--- src/rtl/omega_pkg.sv ---
package omega_pkg;
   // Inverse perfect shuffle: rotate a BITS-wide position right by one.
   function automatic int unshuffle_pos(input int pos, input int bits);
      return (pos >> 1) | ((pos & 1) << (bits - 1));
   endfunction
endpackage

--- src/rtl/omega_fifo.sv ---
module omega_fifo #(
   parameter int W     = 11,
   parameter int DEPTH = 2
) (
   input  logic         clk,
   input  logic         rst_n,
   input  logic         wr_en,
   input  logic [W-1:0] wr_data,
   output logic         full,
   output logic         rd_valid,
   output logic [W-1:0] rd_data,
   input  logic         rd_en
);
   localparam int PTR_W = $clog2(DEPTH);
   localparam int CNT_W = $clog2(DEPTH + 1);

   if (DEPTH < 2) begin : g_bad_depth
      $error("omega_fifo: DEPTH must be at least 2");
   end

   logic [W-1:0]     mem [DEPTH];
   logic [PTR_W-1:0] rd_ptr, wr_ptr;
   logic [CNT_W-1:0] count;
   logic             push, pop;

   assign full     = (count == CNT_W'(DEPTH));
   assign rd_valid = (count != '0);
   assign rd_data  = mem[rd_ptr];
   assign push     = wr_en & ~full;
   assign pop      = rd_valid & rd_en;

   always_ff @(posedge clk or negedge rst_n) begin
      if (!rst_n) begin
         rd_ptr <= '0;
         wr_ptr <= '0;
         count  <= '0;
      end else begin
         if (push) begin
            wr_ptr <= (wr_ptr == PTR_W'(DEPTH - 1)) ? '0 : wr_ptr + 1'b1;
         end
         if (pop) begin
            rd_ptr <= (rd_ptr == PTR_W'(DEPTH - 1)) ? '0 : rd_ptr + 1'b1;
         end
         count <= count + CNT_W'(push) - CNT_W'(pop);
      end
   end

   always_ff @(posedge clk) begin
      if (push) mem[wr_ptr] <= wr_data;
   end

   // the feeding element never writes into a full buffer.
   p_no_overflow_r3: assert property (@(posedge clk) disable iff (!rst_n)
      !(wr_en && full));

   // an unread head stays put.
   p_head_hold_r5: assert property (@(posedge clk) disable iff (!rst_n)
      (rd_valid && !rd_en) |=> (rd_valid && $stable(rd_data)));
endmodule

--- src/rtl/omega_switch.sv ---
module omega_switch #(
   parameter int PKT_W      = 11,
   parameter int SEL_POS    = 10,
   parameter int FIFO_DEPTH = 2
) (
   input  logic                  clk,
   input  logic                  rst_n,
   input  logic [1:0]            in_valid,
   input  logic [1:0][PKT_W-1:0] in_pkt,
   output logic [1:0]            in_ready,
   output logic [1:0]            out_valid,
   output logic [1:0][PKT_W-1:0] out_pkt,
   input  logic [1:0]            out_ready
);
   if (SEL_POS >= PKT_W) begin : g_bad_sel
      $error("omega_switch: SEL_POS outside packet");
   end

   logic [1:0]       want;          // requested output per input
   logic [1:0][1:0]  req;           // req[o][i]
   logic [1:0][1:0]  gnt;           // gnt[o][i]
   logic [1:0]       winner;        // winning input per output
   logic [1:0]       prefer;        // round-robin pointer per output
   logic [1:0]       full;
   logic [1:0]       push;

   assign want[0] = in_pkt[0][SEL_POS];
   assign want[1] = in_pkt[1][SEL_POS];

   for (genvar o = 0; o < 2; o++) begin : g_out
      assign req[o][0] = in_valid[0] & (want[0] == 1'(o));
      assign req[o][1] = in_valid[1] & (want[1] == 1'(o));
      assign winner[o] = (&req[o]) ? prefer[o] : req[o][1];
      assign gnt[o][0] = req[o][0] & ~winner[o];
      assign gnt[o][1] = req[o][1] &  winner[o];
      assign push[o]   = (|req[o]) & ~full[o];

      always_ff @(posedge clk or negedge rst_n) begin
         if (!rst_n)                     prefer[o] <= 1'b0;
         else if (push[o] && (&req[o]))  prefer[o] <= ~winner[o];
      end

      omega_fifo #(.W(PKT_W), .DEPTH(FIFO_DEPTH)) u_buf (
         .clk      (clk),
         .rst_n    (rst_n),
         .wr_en    (push[o]),
         .wr_data  (in_pkt[winner[o]]),
         .full     (full[o]),
         .rd_valid (out_valid[o]),
         .rd_data  (out_pkt[o]),
         .rd_en    (out_ready[o])
      );

      // back-to-back contended grants go to different inputs.
      p_rr_alternate_r4: assert property (@(posedge clk) disable iff (!rst_n)
         (push[o] && (&req[o])) |=>
            ((push[o] && (&req[o])) -> (winner[o] != $past(winner[o]))));

      // every packet written here carries this output's select bit.
      p_route_bit_r7: assert property (@(posedge clk) disable iff (!rst_n)
         push[o] |-> (in_pkt[winner[o]][SEL_POS] == 1'(o)));
   end

   assign in_ready[0] = (gnt[0][0] & ~full[0]) | (gnt[1][0] & ~full[1]);
   assign in_ready[1] = (gnt[0][1] & ~full[0]) | (gnt[1][1] & ~full[1]);
endmodule

--- src/rtl/omega_fabric.sv ---
module omega_fabric
   import omega_pkg::*;
#(
   parameter int N_PORTS    = 8,
   parameter int DATA_W     = 8,
   parameter int FIFO_DEPTH = 2
) (
   input  logic                                     clk,
   input  logic                                     rst_n,
   input  logic [N_PORTS-1:0]                       in_valid,
   output logic [N_PORTS-1:0]                       in_ready,
   input  logic [N_PORTS*$clog2(N_PORTS)-1:0]       in_tag,
   input  logic [N_PORTS*DATA_W-1:0]                in_data,
   output logic [N_PORTS-1:0]                       out_valid,
   input  logic [N_PORTS-1:0]                       out_ready,
   output logic [N_PORTS*$clog2(N_PORTS)-1:0]       out_tag,
   output logic [N_PORTS*DATA_W-1:0]                out_data
);
   localparam int STAGES = $clog2(N_PORTS);
   localparam int TAG_W  = STAGES;
   localparam int PKT_W  = TAG_W + DATA_W;
   localparam int HALF   = N_PORTS / 2;

   if (N_PORTS < 2 || (N_PORTS & (N_PORTS - 1)) != 0) begin : g_bad_ports
      $error("omega_fabric: N_PORTS must be a power of two, at least 2");
   end
   if (DATA_W < 1) begin : g_bad_data
      $error("omega_fabric: DATA_W must be positive");
   end

   // Level s feeds column s; level STAGES is the destination side.
   logic             lvl_valid [STAGES+1][N_PORTS];
   logic             lvl_ready [STAGES+1][N_PORTS];
   logic [PKT_W-1:0] lvl_pkt   [STAGES+1][N_PORTS];

   for (genvar p = 0; p < N_PORTS; p++) begin : g_edge
      assign lvl_valid[0][p] = in_valid[p];
      assign lvl_pkt[0][p]   = {in_tag[p*TAG_W +: TAG_W], in_data[p*DATA_W +: DATA_W]};
      assign in_ready[p]     = lvl_ready[0][p];

      assign out_valid[p]                  = lvl_valid[STAGES][p];
      assign lvl_ready[STAGES][p]          = out_ready[p];
      assign out_tag[p*TAG_W +: TAG_W]     = lvl_pkt[STAGES][p][PKT_W-1 -: TAG_W];
      assign out_data[p*DATA_W +: DATA_W]  = lvl_pkt[STAGES][p][DATA_W-1:0];

      // a packet waiting at port p is addressed to p.
      p_exit_tag_r1: assert property (@(posedge clk) disable iff (!rst_n)
         out_valid[p] |-> (out_tag[p*TAG_W +: TAG_W] == TAG_W'(p)));
   end

   for (genvar s = 0; s < STAGES; s++) begin : g_stage
      for (genvar j = 0; j < HALF; j++) begin : g_elem
         localparam int SRC_A = unshuffle_pos(2*j,     STAGES);
         localparam int SRC_B = unshuffle_pos(2*j + 1, STAGES);

         logic [1:0]            sw_in_valid, sw_in_ready, sw_out_valid, sw_out_ready;
         logic [1:0][PKT_W-1:0] sw_in_pkt, sw_out_pkt;

         assign sw_in_valid  = {lvl_valid[s][SRC_B], lvl_valid[s][SRC_A]};
         assign sw_in_pkt[0] = lvl_pkt[s][SRC_A];
         assign sw_in_pkt[1] = lvl_pkt[s][SRC_B];
         assign lvl_ready[s][SRC_A] = sw_in_ready[0];
         assign lvl_ready[s][SRC_B] = sw_in_ready[1];

         assign lvl_valid[s+1][2*j]     = sw_out_valid[0];
         assign lvl_valid[s+1][2*j + 1] = sw_out_valid[1];
         assign lvl_pkt[s+1][2*j]       = sw_out_pkt[0];
         assign lvl_pkt[s+1][2*j + 1]   = sw_out_pkt[1];
         assign sw_out_ready = {lvl_ready[s+1][2*j + 1], lvl_ready[s+1][2*j]};

         omega_switch #(
            .PKT_W      (PKT_W),
            .SEL_POS    (DATA_W + STAGES - 1 - s),
            .FIFO_DEPTH (FIFO_DEPTH)
         ) u_sw (
            .clk       (clk),
            .rst_n     (rst_n),
            .in_valid  (sw_in_valid),
            .in_pkt    (sw_in_pkt),
            .in_ready  (sw_in_ready),
            .out_valid (sw_out_valid),
            .out_pkt   (sw_out_pkt),
            .out_ready (sw_out_ready)
         );
      end
   end
endmodule

--- config.mk ---
export PLATFORM = sky130hd
export DESIGN_NAME = omega_fabric
export DESIGN_NICKNAME = d
export VERILOG_FILES = /design/src/rtl/omega_pkg.sv /design/src/rtl/omega_fifo.sv /design/src/rtl/omega_switch.sv /design/src/rtl/omega_fabric.sv
export SDC_FILE = /design/constraint.sdc
export NUM_CORES = 1
export LEC_CHECK = 0
export CELL_PAD_IN_SITES_DETAIL_PLACEMENT = 1
export CELL_PAD_IN_SITES_GLOBAL_PLACEMENT = 2
export CORE_MARGIN = 1.5
export CORE_UTILIZATION = 39
export DETAILED_ROUTE_END_ITERATION = 6
export PLACE_DENSITY = 0.8
export SYNTH_ARGS = -nofsm -noshare
export SYNTH_HDL_FRONTEND = slang
export SYNTH_SLANG_ARGS = --single-unit
--- constraint.sdc ---
create_clock -name clk -period 2.4 [get_ports clk]
set_clock_uncertainty 0.05 [all_clocks]
set_input_delay 0.48 -clock clk [delete_from_list [all_inputs] [get_ports clk]]
set_output_delay 0.48 -clock clk [all_outputs]
set_load 0.05 [all_outputs]
==> flow_summary.yaml <==
run_status:
  status: "finished clean"
floorplan:
  dieArea_um2: 74400
  dieHeight_um: 273
  rows: 98
  core_um2: 71700
  pin_count: 210
  die_x_um: 273
  start_util_pct: 39.6
layout:
  final_nets: 2309
  layout-drive-gt1-share_pct: 28.2
  postLayoutCellArea_um2: 34900
  final_cells: 3164
  post-route-util_pct: 48.7
  areaGrowthSynthToFinish_pct: 23.1
  fillers: 6957
timing:
  min_period_ns: 2.36
  hold_violations: 0
  finalSetupViolCount: 0
  rsz0062_at_grt: "true"
  fmaxAchievable_mhz: 423
  final-max-slew-violation-count: 0
  tightestPinTransition_ns: 0.956
  fin_crit_sh_pct: 98.4
  maxSlewHeadroom_pct: 36.0
yosys:
  netlist_instances: 1789
  avgSynthCellArea_um2: 15.9
  synthArstFlopShare_pct: 18.5
  synthFlopType: "edfxtp_1"
  synth_area_leaders: "edfxtp_1, mux2i_1, dfrtp_1, mux2_2, xnor2_1"
  synth_edf_count: 528
  yosysWarnings: 0
  ys_top_cells_by_count: "edfxtp_1, mux2i_1, mux2_2"
  synth_top_area_share_pct: 55.9
  synth-seq-cells: 648
  yosys.area.top_type: "edfxtp_1"
  synth_nets: 1943
  seq_area_frac_synth_pct: 66.4
  netlist_area_um2: 28400
  yosysMostFrequentCell: "edfxtp_1"
  synth_cell_types: 49
hold_path:
  hp-class: "primary input to register"
  whs_path_depth: 4
  holdPathEnd: "g_stage[0].g_elem[0].u_sw.prefer[0]"
  worst_hold_startpoint: "in_tag[2]"
placed_design:
  place_inst: 3020
  dpl.hpwl_mm: 54.4
  dpl_cell_area_um2: 32300
  gp_congestion: 0.854
  io_buffers: 209
grt:
  grt_pass1_vias: 17600
  gr-usage-all-layers_pct: 19.4
  grt_first_pass_wirelength_mm: 108
  overflow: 0
  antenna_found_initial: 20
  grt_max_degree: 46
clocking:
  cts_buffers: 71
  htree_levels: 3
  path_clk_slew_ns: 0.06
  root_buffer: "clkbuf_16"
  cts_tree: "yes"
  clock-sinks: 648
  clockBufferDepth: 3
  insertion_delay_ns: 0.60
critical_path:
  startpoint_type: "primary input"
  cp.arrival_ns: 1.83
  critical_path_class: "primary input to primary output"
  path_max_fanout: 3
  crit_required_ns: 1.87
  timing.rr.end: "g_stage[1].g_elem[2].u_sw.g_out[1].u_buf.count[1]"
  reg2reg_depth: 8
  r2r_start: "g_stage[1].g_elem[0].u_sw.g_out[1].u_buf.rd_ptr"
  reg2reg_slack_ns: 0.05
  end_kind: "primary output"
route:
  wl_per_cell_um: 22.6
  vias: 16100
  drc_errors: 0
  wirelength_mm: 71.4
  ant_nets: 0
  routed_via_density: 5.08
  drt_iter0_drc: 906
  firstDrtPassIters: 4
run:
  drv_cap: 0
[registers in the layout, summed over array words and instances, names as in the netlist]
| signal | flops |
|---|---|
| g_stage.g_elem.u_sw.g_out.u_buf.mem | 528 |
| g_stage.g_elem.u_sw.g_out.u_buf.count | 48 |
| g_stage.g_elem.u_sw.g_out.u_buf.rd_ptr | 24 |
| g_stage.g_elem.u_sw.g_out.u_buf.wr_ptr | 24 |
| g_stage.g_elem.u_sw.prefer | 24 |
[layer usage]
layer	GRT usage [%]	vias up	share of wire, %
li1	-	7373	-
met1	26.1	8222	44
met2	31.7	340	48
met3	4.32	104	6.1
met4	4.74	24	1.7
met5	0	-	0.23
[kinds of logic (layout without fill, tap and decap cells)]
kind of cell	Yosys count	count (layout)	share of synthesized area, %
buf+inv	117	537	1.83
compound gates	77	77	2.09
mux	513	513	19.0
fa+ha+maj	48	48	2.12
simple gates	266	266	4.85
other cells	0	5	0
xor+xnor	120	120	3.70
flops	648	648	66.4
[stage by stage]
step	hold WS, ns	setup TNS, ns	setup WS, ns
final	0.280	0	0.0372
after global routing	0.285	-0.134	-0.0374
after CTS	0.387	-0.0689	-0.0681
after detailed placement	0.410	-13.16	-0.354
after global placement	0.407	-7.02	-0.305
after floorplan	0.134	0	0.0690
[critical path, cell delays in order]
cell and delay, ns:
clkdlybuf4s50_1 0.58, nand2_1 0.13, o21bai_2 0.20, inv_1 0.08, o22ai_2 0.18, buf_6 0.18
[worst max path at each step]
stage	depth (start not counted)	start	slack [ns]	to
global route	9	g_stage[1].g_elem[1].u_sw.g_out[0].u_buf.rd_ptr	-0.04	g_stage[1].g_elem[3].u_sw.g_out[0].u_buf.count[1]
CTS	5	g_stage[0].g_elem[3].u_sw.g_out[1].u_buf.count[0]	-0.07	in_ready[7]
floorplan	5	in_valid[6]	0.07	in_ready[6]
global placement	6	in_valid[0]	-0.31	in_ready[4]
detailed placement	6	in_valid[0]	-0.35	in_ready[4]
finish	6	in_valid[0]	0.04	in_ready[0]
[placed cells by master (no fill, tap or decap), types with 47 or more instances in the layout]
cell,synthesis,layout
clkbuf_16,0,74
edfxtp_1,528,528
ha_1,48,47
clkdlybuf4s50_1,0,103
buf_4,15,229
mux2_2,175,175
nor2_1,89,84
inv_1,55,55
xnor2_1,82,80
mux2i_1,332,330
dfrtp_1,120,110
[what timing repair did]
action / 4_1_cts / 5_1_grt
buffers inserted: 5 / 7
endpoints found under the setup margin: 106 / 107
gates resized for setup: 37 / 37
hold buffers: 1 / 0
hold endpoints to repair: 42 / 0
pin swaps: 3 / 9
[final cells by class]
| cell class | count | area, µm² | share of cell area, % |
|---|---|---|---|
| diodes | 5 | 12.5 | 0.0358 |
| repair buffers | 355 | 3070 | 8.80 |
| well taps | 950 | 1190 | 3.40 |
| clock inverters | 32 | 279 | 0.799 |
| clock buffers | 95 | 2020 | 5.78 |
| inverters | 55 | 206 | 0.591 |
| multi-input cells | 1024 | 9290 | 26.6 |
| flip-flops and latches | 648 | 18900 | 54.0 |
Power is not shown: default switching activity piles up to over one toggle a cycle in this logic, so the estimate is an artifact.
